File: config.mk
export PLATFORM = sky130hd
export DESIGN_NAME = wb_slot_alloc
export DESIGN_NICKNAME = d
export VERILOG_FILES = /design/src/rtl/wbs_pkg.sv /design/src/rtl/wbs_finder.sv /design/src/rtl/wbs_window.sv /design/src/rtl/wbs_retire.sv /design/src/rtl/wb_slot_alloc.sv
export SDC_FILE = /design/constraint.sdc
export NUM_CORES = 1
export LEC_CHECK = 0
export BUFFER_PORTS_ARGS = -buffer_cell sky130_fd_sc_hd__buf_2
export CAP_MARGIN = 0
export CORE_AREA = 2 2 117 232
export DETAILED_ROUTE_END_ITERATION = 10
export DIE_AREA = 0 0 119 234
export GPL_ROUTABILITY_DRIVEN = 0
export GPL_TIMING_DRIVEN = 0
export HOLD_SLACK_MARGIN = 0.05
export PLACE_DENSITY_LB_ADDON = 0.12
export SETUP_SLACK_MARGIN = 0.02
export SLEW_MARGIN = 5
export SYNTH_ARGS = -nofsm -noshare
export SYNTH_HDL_FRONTEND = slang
export SYNTH_SLANG_ARGS = --single-unit
File: constraint.sdc
create_clock -name clk -period 4.6 [get_ports clk]
set_input_delay 0.92 -clock clk [delete_from_list [all_inputs] [get_ports clk]]
set_output_delay 0.92 -clock clk [all_outputs]
set_load 0.01 [all_outputs]
File: src/rtl/wbs_pkg.sv
// Package: shared types for the writeback slot allocator.
// Assumes nothing beyond standard SystemVerilog packed types.
package wbs_pkg;

    // Status flags carried with each finished instruction.
    typedef struct packed {
        logic squashed;
        logic executed;
        logic fault;
    } wbs_flags_t;

    // True when an instruction may wake consumers and set the scoreboard.
    function automatic logic wbs_clean(input wbs_flags_t f);
        return !f.squashed && f.executed && !f.fault;
    endfunction

endpackage

File: src/rtl/wbs_finder.sv
// Module: wbs_finder
// Finds the lowest free slot in linear order (row offset * W + port)
// at or after the requested row offset. Purely combinational.
// Assumes occ_lin is ordered by offset from the head row.
module wbs_finder #(
    parameter int W     = 2,
    parameter int D     = 4,
    parameter int OFF_W = 3,
    parameter int ROW_W = 2,
    parameter int SLOT_W = 1
) (
    input  logic [W*D-1:0]    occ_lin,
    input  logic [OFF_W-1:0]  start_off,
    output logic              found,
    output logic [ROW_W-1:0]  hit_off,
    output logic [SLOT_W-1:0] hit_slot
);
    localparam int CAP = W * D;

    // Priority search: descending loop so the lowest free index wins.
    always_comb begin
        found    = 1'b0;
        hit_off  = '0;
        hit_slot = '0;
        for (int k = CAP - 1; k >= 0; k--) begin
            if (!occ_lin[k] && ((k / W) >= int'(start_off))) begin
                found    = 1'b1;
                hit_off  = ROW_W'(k / W);
                hit_slot = SLOT_W'(k % W);
            end
        end
    end
endmodule

File: src/rtl/wbs_window.sv
// Module: wbs_window
// Ring of D rows with W slots each. The head row is presented (merged with
// a same-cycle write at offset 0), then cleared, and the head advances every clock.
// Assumes at most one write per cycle, to a free slot.
module wbs_window
    import wbs_pkg::*;
#(
    parameter int W      = 2,
    parameter int D      = 4,
    parameter int ID_W   = 8,
    parameter int TAG_W  = 6,
    parameter int NDST   = 2,
    parameter int ROW_W  = 2,
    parameter int SLOT_W = 1
) (
    input  logic                    clk,
    input  logic                    rst_n,
    input  logic                    wr_en,
    input  logic [ROW_W-1:0]        wr_off,
    input  logic [SLOT_W-1:0]       wr_slot,
    input  logic [ID_W-1:0]         wr_id,
    input  wbs_flags_t              wr_flags,
    input  logic [NDST-1:0]         wr_dvld,
    input  logic [NDST*TAG_W-1:0]   wr_dtag,
    output logic [W*D-1:0]          occ_lin,
    output logic [W-1:0]            head_occ,
    output logic [W*ID_W-1:0]       head_id,
    output wbs_flags_t [W-1:0]      head_flags,
    output logic [W*NDST-1:0]       head_dvld,
    output logic [W*NDST*TAG_W-1:0] head_dtag
);
    logic                  occ_q [D][W];
    logic [ID_W-1:0]       id_q  [D][W];
    wbs_flags_t            flg_q [D][W];
    logic [NDST-1:0]       dv_q  [D][W];
    logic [NDST*TAG_W-1:0] tg_q  [D][W];
    logic [ROW_W-1:0]      head_q;
    int                    wr_row;

    // Absolute row addressed by the write offset, wrapped around the ring.
    always_comb begin
        wr_row = int'(head_q) + int'(wr_off);
        if (wr_row >= D) wr_row = wr_row - D;
    end

    // Occupancy flattened in offset order for the slot search.
    always_comb begin
        for (int o = 0; o < D; o++) begin
            int r;
            r = int'(head_q) + o;
            if (r >= D) r = r - D;
            for (int s = 0; s < W; s++) occ_lin[o*W+s] = occ_q[r][s];
        end
    end

    // Head row view, with a same-cycle write to offset 0 bypassed in.
    always_comb begin
        for (int s = 0; s < W; s++) begin
            logic hit;
            hit = wr_en && (wr_off == '0) && (int'(wr_slot) == s);
            head_occ[s]                         = occ_q[head_q][s] | hit;
            head_id[s*ID_W +: ID_W]             = hit ? wr_id    : id_q[head_q][s];
            head_flags[s]                       = hit ? wr_flags : flg_q[head_q][s];
            head_dvld[s*NDST +: NDST]           = hit ? wr_dvld  : dv_q[head_q][s];
            head_dtag[s*NDST*TAG_W +: NDST*TAG_W] = hit ? wr_dtag : tg_q[head_q][s];
        end
    end

    // Occupancy and head pointer: clear the head row, mark new writes, advance.
    always_ff @(posedge clk) begin
        if (!rst_n) begin
            head_q <= '0;
            for (int r = 0; r < D; r++)
                for (int s = 0; s < W; s++) occ_q[r][s] <= 1'b0;
        end else begin
            for (int r = 0; r < D; r++) begin
                for (int s = 0; s < W; s++) begin
                    if (r == int'(head_q))
                        occ_q[r][s] <= 1'b0;
                    else if (wr_en && r == wr_row && s == int'(wr_slot))
                        occ_q[r][s] <= 1'b1;
                end
            end
            head_q <= (int'(head_q) == D - 1) ? '0 : head_q + 1'b1;
        end
    end

    // Slot payload storage: written on placement, qualified by occupancy.
    always_ff @(posedge clk) begin
        for (int r = 0; r < D; r++) begin
            for (int s = 0; s < W; s++) begin
                if (wr_en && r == wr_row && s == int'(wr_slot)) begin
                    id_q[r][s]  <= wr_id;
                    flg_q[r][s] <= wr_flags;
                    dv_q[r][s]  <= wr_dvld;
                    tg_q[r][s]  <= wr_dtag;
                end
            end
        end
    end
endmodule

File: src/rtl/wbs_retire.sv
// Module: wbs_retire
// Turns the head row into registered retirement lanes. Lanes stop at the
// first empty port; only clean instructions wake and set the scoreboard.
// Assumes the head view is valid in the cycle it is presented.
module wbs_retire
    import wbs_pkg::*;
#(
    parameter int W     = 2,
    parameter int ID_W  = 8,
    parameter int TAG_W = 6,
    parameter int NDST  = 2,
    parameter int CNT_W = 4
) (
    input  logic                    clk,
    input  logic                    rst_n,
    input  logic [W-1:0]            head_occ,
    input  logic [W*ID_W-1:0]       head_id,
    input  wbs_flags_t [W-1:0]      head_flags,
    input  logic [W*NDST-1:0]       head_dvld,
    input  logic [W*NDST*TAG_W-1:0] head_dtag,
    output logic [CNT_W-1:0]        ret_num,
    output logic [W-1:0]            ret_valid,
    output logic [W*ID_W-1:0]       ret_id,
    output logic [W-1:0]            wake,
    output logic [W*NDST-1:0]       sb_set,
    output logic [W*NDST*TAG_W-1:0] sb_tag
);
    logic [W-1:0]      take;
    logic [W-1:0]      clean;
    logic [W*NDST-1:0] sb_d;

    // Lane selection in port order, stopping at the first empty port.
    always_comb begin
        logic run;
        run     = 1'b1;
        ret_num = '0;
        for (int s = 0; s < W; s++) begin
            take[s]  = run && head_occ[s];
            run      = take[s];
            clean[s] = take[s] && wbs_clean(head_flags[s]);
            ret_num  = ret_num + CNT_W'(take[s]);
            for (int k = 0; k < NDST; k++)
                sb_d[s*NDST+k] = clean[s] && head_dvld[s*NDST+k];
        end
    end

    // Retirement lane registers toward commit and the scoreboard.
    always_ff @(posedge clk) begin
        if (!rst_n) begin
            ret_valid <= '0;
            ret_id    <= '0;
            wake      <= '0;
            sb_set    <= '0;
            sb_tag    <= '0;
        end else begin
            ret_valid <= take;
            ret_id    <= head_id;
            wake      <= clean;
            sb_set    <= sb_d;
            sb_tag    <= head_dtag;
        end
    end
endmodule

File: src/rtl/wb_slot_alloc.sv
// Module: wb_slot_alloc (top)
// Places one finished instruction per clock into a W x D writeback window
// and retires the head row every clock. Counts occupied slots and flags
// requests that find no room. Assumes one request per cycle at most.
module wb_slot_alloc
    import wbs_pkg::*;
#(
    parameter int W     = 2,
    parameter int D     = 4,
    parameter int ID_W  = 8,
    parameter int TAG_W = 6,
    parameter int NDST  = 2,
    localparam int CAP    = W * D,
    localparam int OFF_W  = $clog2(D) + 1,
    localparam int CNT_W  = $clog2(CAP + 1)
) (
    input  logic                    clk,
    input  logic                    rst_n,
    input  logic                    fin_valid,
    input  logic [OFF_W-1:0]        fin_delay,
    input  logic [ID_W-1:0]         fin_id,
    input  logic                    fin_squashed,
    input  logic                    fin_executed,
    input  logic                    fin_fault,
    input  logic [NDST-1:0]         fin_dst_vld,
    input  logic [NDST*TAG_W-1:0]   fin_dst_tag,
    output logic                    fin_err,
    output logic [W-1:0]            ret_valid,
    output logic [W*ID_W-1:0]       ret_id,
    output logic [W-1:0]            wake,
    output logic [W*NDST-1:0]       sb_set,
    output logic [W*NDST*TAG_W-1:0] sb_tag,
    output logic [CNT_W-1:0]        pend_cnt
);
    localparam int ROW_W  = (D > 1) ? $clog2(D) : 1;
    localparam int SLOT_W = (W > 1) ? $clog2(W) : 1;

    logic [CAP-1:0]          occ_lin;
    logic                    found;
    logic [ROW_W-1:0]        hit_off;
    logic [SLOT_W-1:0]       hit_slot;
    logic                    accept;
    wbs_flags_t              flags;
    logic [W-1:0]            head_occ;
    logic [W*ID_W-1:0]       head_id;
    wbs_flags_t [W-1:0]      head_flags;
    logic [W*NDST-1:0]       head_dvld;
    logic [W*NDST*TAG_W-1:0] head_dtag;
    logic [CNT_W-1:0]        ret_num;

    assign flags  = '{squashed: fin_squashed, executed: fin_executed, fault: fin_fault};
    assign accept = fin_valid && found;

    wbs_finder #(
        .W(W), .D(D), .OFF_W(OFF_W), .ROW_W(ROW_W), .SLOT_W(SLOT_W)
    ) u_find (
        .occ_lin  (occ_lin),
        .start_off(fin_delay),
        .found    (found),
        .hit_off  (hit_off),
        .hit_slot (hit_slot)
    );

    wbs_window #(
        .W(W), .D(D), .ID_W(ID_W), .TAG_W(TAG_W), .NDST(NDST),
        .ROW_W(ROW_W), .SLOT_W(SLOT_W)
    ) u_win (
        .clk       (clk),
        .rst_n     (rst_n),
        .wr_en     (accept),
        .wr_off    (hit_off),
        .wr_slot   (hit_slot),
        .wr_id     (fin_id),
        .wr_flags  (flags),
        .wr_dvld   (fin_dst_vld),
        .wr_dtag   (fin_dst_tag),
        .occ_lin   (occ_lin),
        .head_occ  (head_occ),
        .head_id   (head_id),
        .head_flags(head_flags),
        .head_dvld (head_dvld),
        .head_dtag (head_dtag)
    );

    wbs_retire #(
        .W(W), .ID_W(ID_W), .TAG_W(TAG_W), .NDST(NDST), .CNT_W(CNT_W)
    ) u_ret (
        .clk       (clk),
        .rst_n     (rst_n),
        .head_occ  (head_occ),
        .head_id   (head_id),
        .head_flags(head_flags),
        .head_dvld (head_dvld),
        .head_dtag (head_dtag),
        .ret_num   (ret_num),
        .ret_valid (ret_valid),
        .ret_id    (ret_id),
        .wake      (wake),
        .sb_set    (sb_set),
        .sb_tag    (sb_tag)
    );

    // Occupancy count and overflow flag: add placements, subtract retirements.
    always_ff @(posedge clk) begin
        if (!rst_n) begin
            pend_cnt <= '0;
            fin_err  <= 1'b0;
        end else begin
            pend_cnt <= pend_cnt + CNT_W'(accept) - ret_num;
            fin_err  <= fin_valid && !found;
        end
    end
endmodule

==> impl_metrics.yaml <==
floorplan:
  fp.dieW_um: 119
  die-area_mm2: 0.0278
  coreArea_mm2: 0.0262
  rows: 84
  start_util_pct: 39.2
  die_y_um: 234
  pin_count: 84
placement:
  place_inst: 1056
  postPlaceCellArea_mm2: 0.0113
  pre_cts_ws_ns: 0.208
  port_buffers: 83
  dp_hpwl_um: 15900
run_status:
  status: "complete, no violations"
sta:
  finalSetupTns_ns: 0
  max_freq_mhz: 235
  min_period_ns: 4.25
  rsz0062_at_grt: "no"
  slew_viol_final: 0
  worst_slack_ns: 0.349
  worst_pin_slew_ns: 0.804
  skew_ns: 0.0125
  finalSetupViolations: 0
  slew_headroom_pct: 46.4
  hold_slack_ns: 0.545
  hold_violations: 0
  period_share_pct: 92.4
clocking:
  cts_buffers: 24
  cts_resized: 0
  htreeDepth: 1
  clkSinkCount: 263
  root_buffer: "clkbuf_16"
  cts.clk_slew.worst_paths_ns: 0.07
  cts_tree: "built"
  clkLatencyLatePin_ns: 0.52
  clock_path_buffers: 3
route:
  routed_wl_um: 24100
  drc: 0
  viasPerCell: 5.11
  wl_per_cell_um: 21.8
  postRouteAntennaNets: 0
  via_count: 5633
  firstDrtPassIters: 4
  drt_first_iter_violations: 309
critical_path:
  worstPathArrival_ns: 4.48
  crit_path_start: "u_win.head_q[0]$_SDFF_PP0_"
  path_class: "reg2reg"
  r2r-start: "u_win.head_q[0]$_SDFF_PP0_"
  start_kind: "flop"
  worstPathRequired_ns: 4.83
  cp_max_fo: 14
  end_kind: "flop"
finish:
  nets: 783
  finish.utilization_pct: 46.5
  drive_gt1_share_pct: 28.9
  instances_no_fill: 1102
  diodes: 0
  design_area_mm2: 0.0122
  final_cell_mix: "edfxtp_1 (205), nand2_1 (104), buf_2 (92), dfxtp_1 (58), mux4_2 (53)"
  area_growth_pct: 18.6
  final_common_cell: "edfxtp_1"
synth:
  syn_area_mm2: 0.0103
  ys_seq_elements: 263
  yosysWarningCount: 0
  async_flop_share_pct: 0
  syn-num-nets: 664
  synth_cells: 621
  synthFlopType: "edfxtp_1"
  yosysUniqueCellTypes: 49
  synth_edf_count: 205
  ys_seq_area_share_pct: 71.3
  syn_avg_cell_area_um2: 16.5
power:
  power.leakage_nw: 4.26
  vdd_drop_max_v: 0.000288
  p_total_mw: 5.70
  power_density_mw_per_mm2: 468
global_route:
  grt_pass1_wl_um: 36300
  overflow: 0
  antenna_found_initial: 0
  grt.total_usage_pct: 17.6
  grt_pass1_vias: 6060
  grt_start_max_net_pins: 26
min_path:
  hp-class: "reg2reg"
  hold_path_startpoint: "u_win.occ_q[2][0]$_DFF_P_"
run:
  cap_violations: 0
[flip-flops by register name (all words and copies together), names as in the netlist, 4 cells and up]
signal and flops:
u_win.dv_q 16, u_ret.ret_id 16, u_ret.sb_set 4, u_win.id_q 64, pend_cnt 4, u_ret.sb_tag 24, u_win.occ_q 8, u_win.tg_q 96
u_win.flg_q 24
[cell type report]
cell class | instances | area [µm²]
Sequential cell | 263 | 7320
Buffer | 29 | 161
Timing Repair Buffer | 93 | 598
Clock buffer | 29 | 651
Tap cell | 344 | 430
Inverter | 15 | 56.3
Fill cell | 2286 | 14000
Clock inverter | 15 | 173
Multi-Input combinational cell | 314 | 2790
[final timing paths]
check	endpoint	depth (start not counted)	slack, ns
setup / recovery	u_win.id_q[1][13]$_DFFE_PN_	12	0.35
hold / removal	u_win.occ_q[2][0]$_DFF_P_	2	0.54
setup reg to reg	u_win.id_q[1][13]$_DFFE_PN_	12	0.35
hold reg to reg	u_win.occ_q[2][0]$_DFF_P_	2	0.54
[cell usage after synthesis (4+ instances only)]
library cell,count,area share (%)
edfxtp_1,205,60
nand2_1,104,3.8
dfxtp_1,58,11
mux4_2,53,12
a21boi_0,28,2.0
nor2_1,16,0.58
a21boi_1,13,0.95
inv_1,13,0.48
clkbuf_1,12,0.44
o21ai_0,12,0.58
ha_1,10,1.2
buf_2,9,0.44
and2_1,8,0.49
a21oi_1,6,0.29
nor2b_1,6,0.37
nor3b_1,5,0.37
nor4b_1,5,0.43
o21ai_1,5,0.24
buf_6,4,0.44
nor3_1,4,0.19
[kinds of logic after synthesis]
kind of cell,count (synthesis),share of synthesized area [%]
XOR/XNOR,3,0.256
AO/OA/AOI/OAI,76,5.09
adder cells (fa/ha/maj),13,1.71
flip-flops,263,71.3
AND/OR/NAND/NOR,169,7.94
multiplexers,53,11.6
buffers and inverters,44,2.12
[worst max-delay path, stage by stage (launching register included)]
cell      delay (ns)
dfxtp_1         0.46
buf_6           0.18
inv_2           0.07
ha_1            0.27
clkbuf_1        0.34
mux4_2          0.58
and2_1          0.19
nor2_1          0.15
nand2_1         0.10
fa_1            0.62
nand3_2         0.24
nor2_4          0.50
buf_16          0.23
[power by group]
group | switching [mW] | internal, mW | total, mW
Combinational | 0.460 | 0.342 | 0.801
Clock | 0.848 | 1.23 | 2.08
Sequential | 0.0560 | 2.76 | 2.82
Total | 1.36 | 4.34 | 5.70
[routing by layer]
metal | up-vias | part of all wire [%] | global-route usage (%)
met2 | 112 | 56 | 33.9
li1 | 2577 | - | -
met1 | 2909 | 38 | 19.8
met5 | - | 0 | 0
met4 | 0 | 2.5 | 5.77
met3 | 35 | 2.8 | 2.33
[repair_timing]
| item | CTS | global route |
|---|---|---|
| setup buffers | 0 | 2 |
| setup endpoints to repair | 0 | 34 |
| hold buffers | 0 | 0 |
No activity file was read; power rests on OpenSTA's default activity.
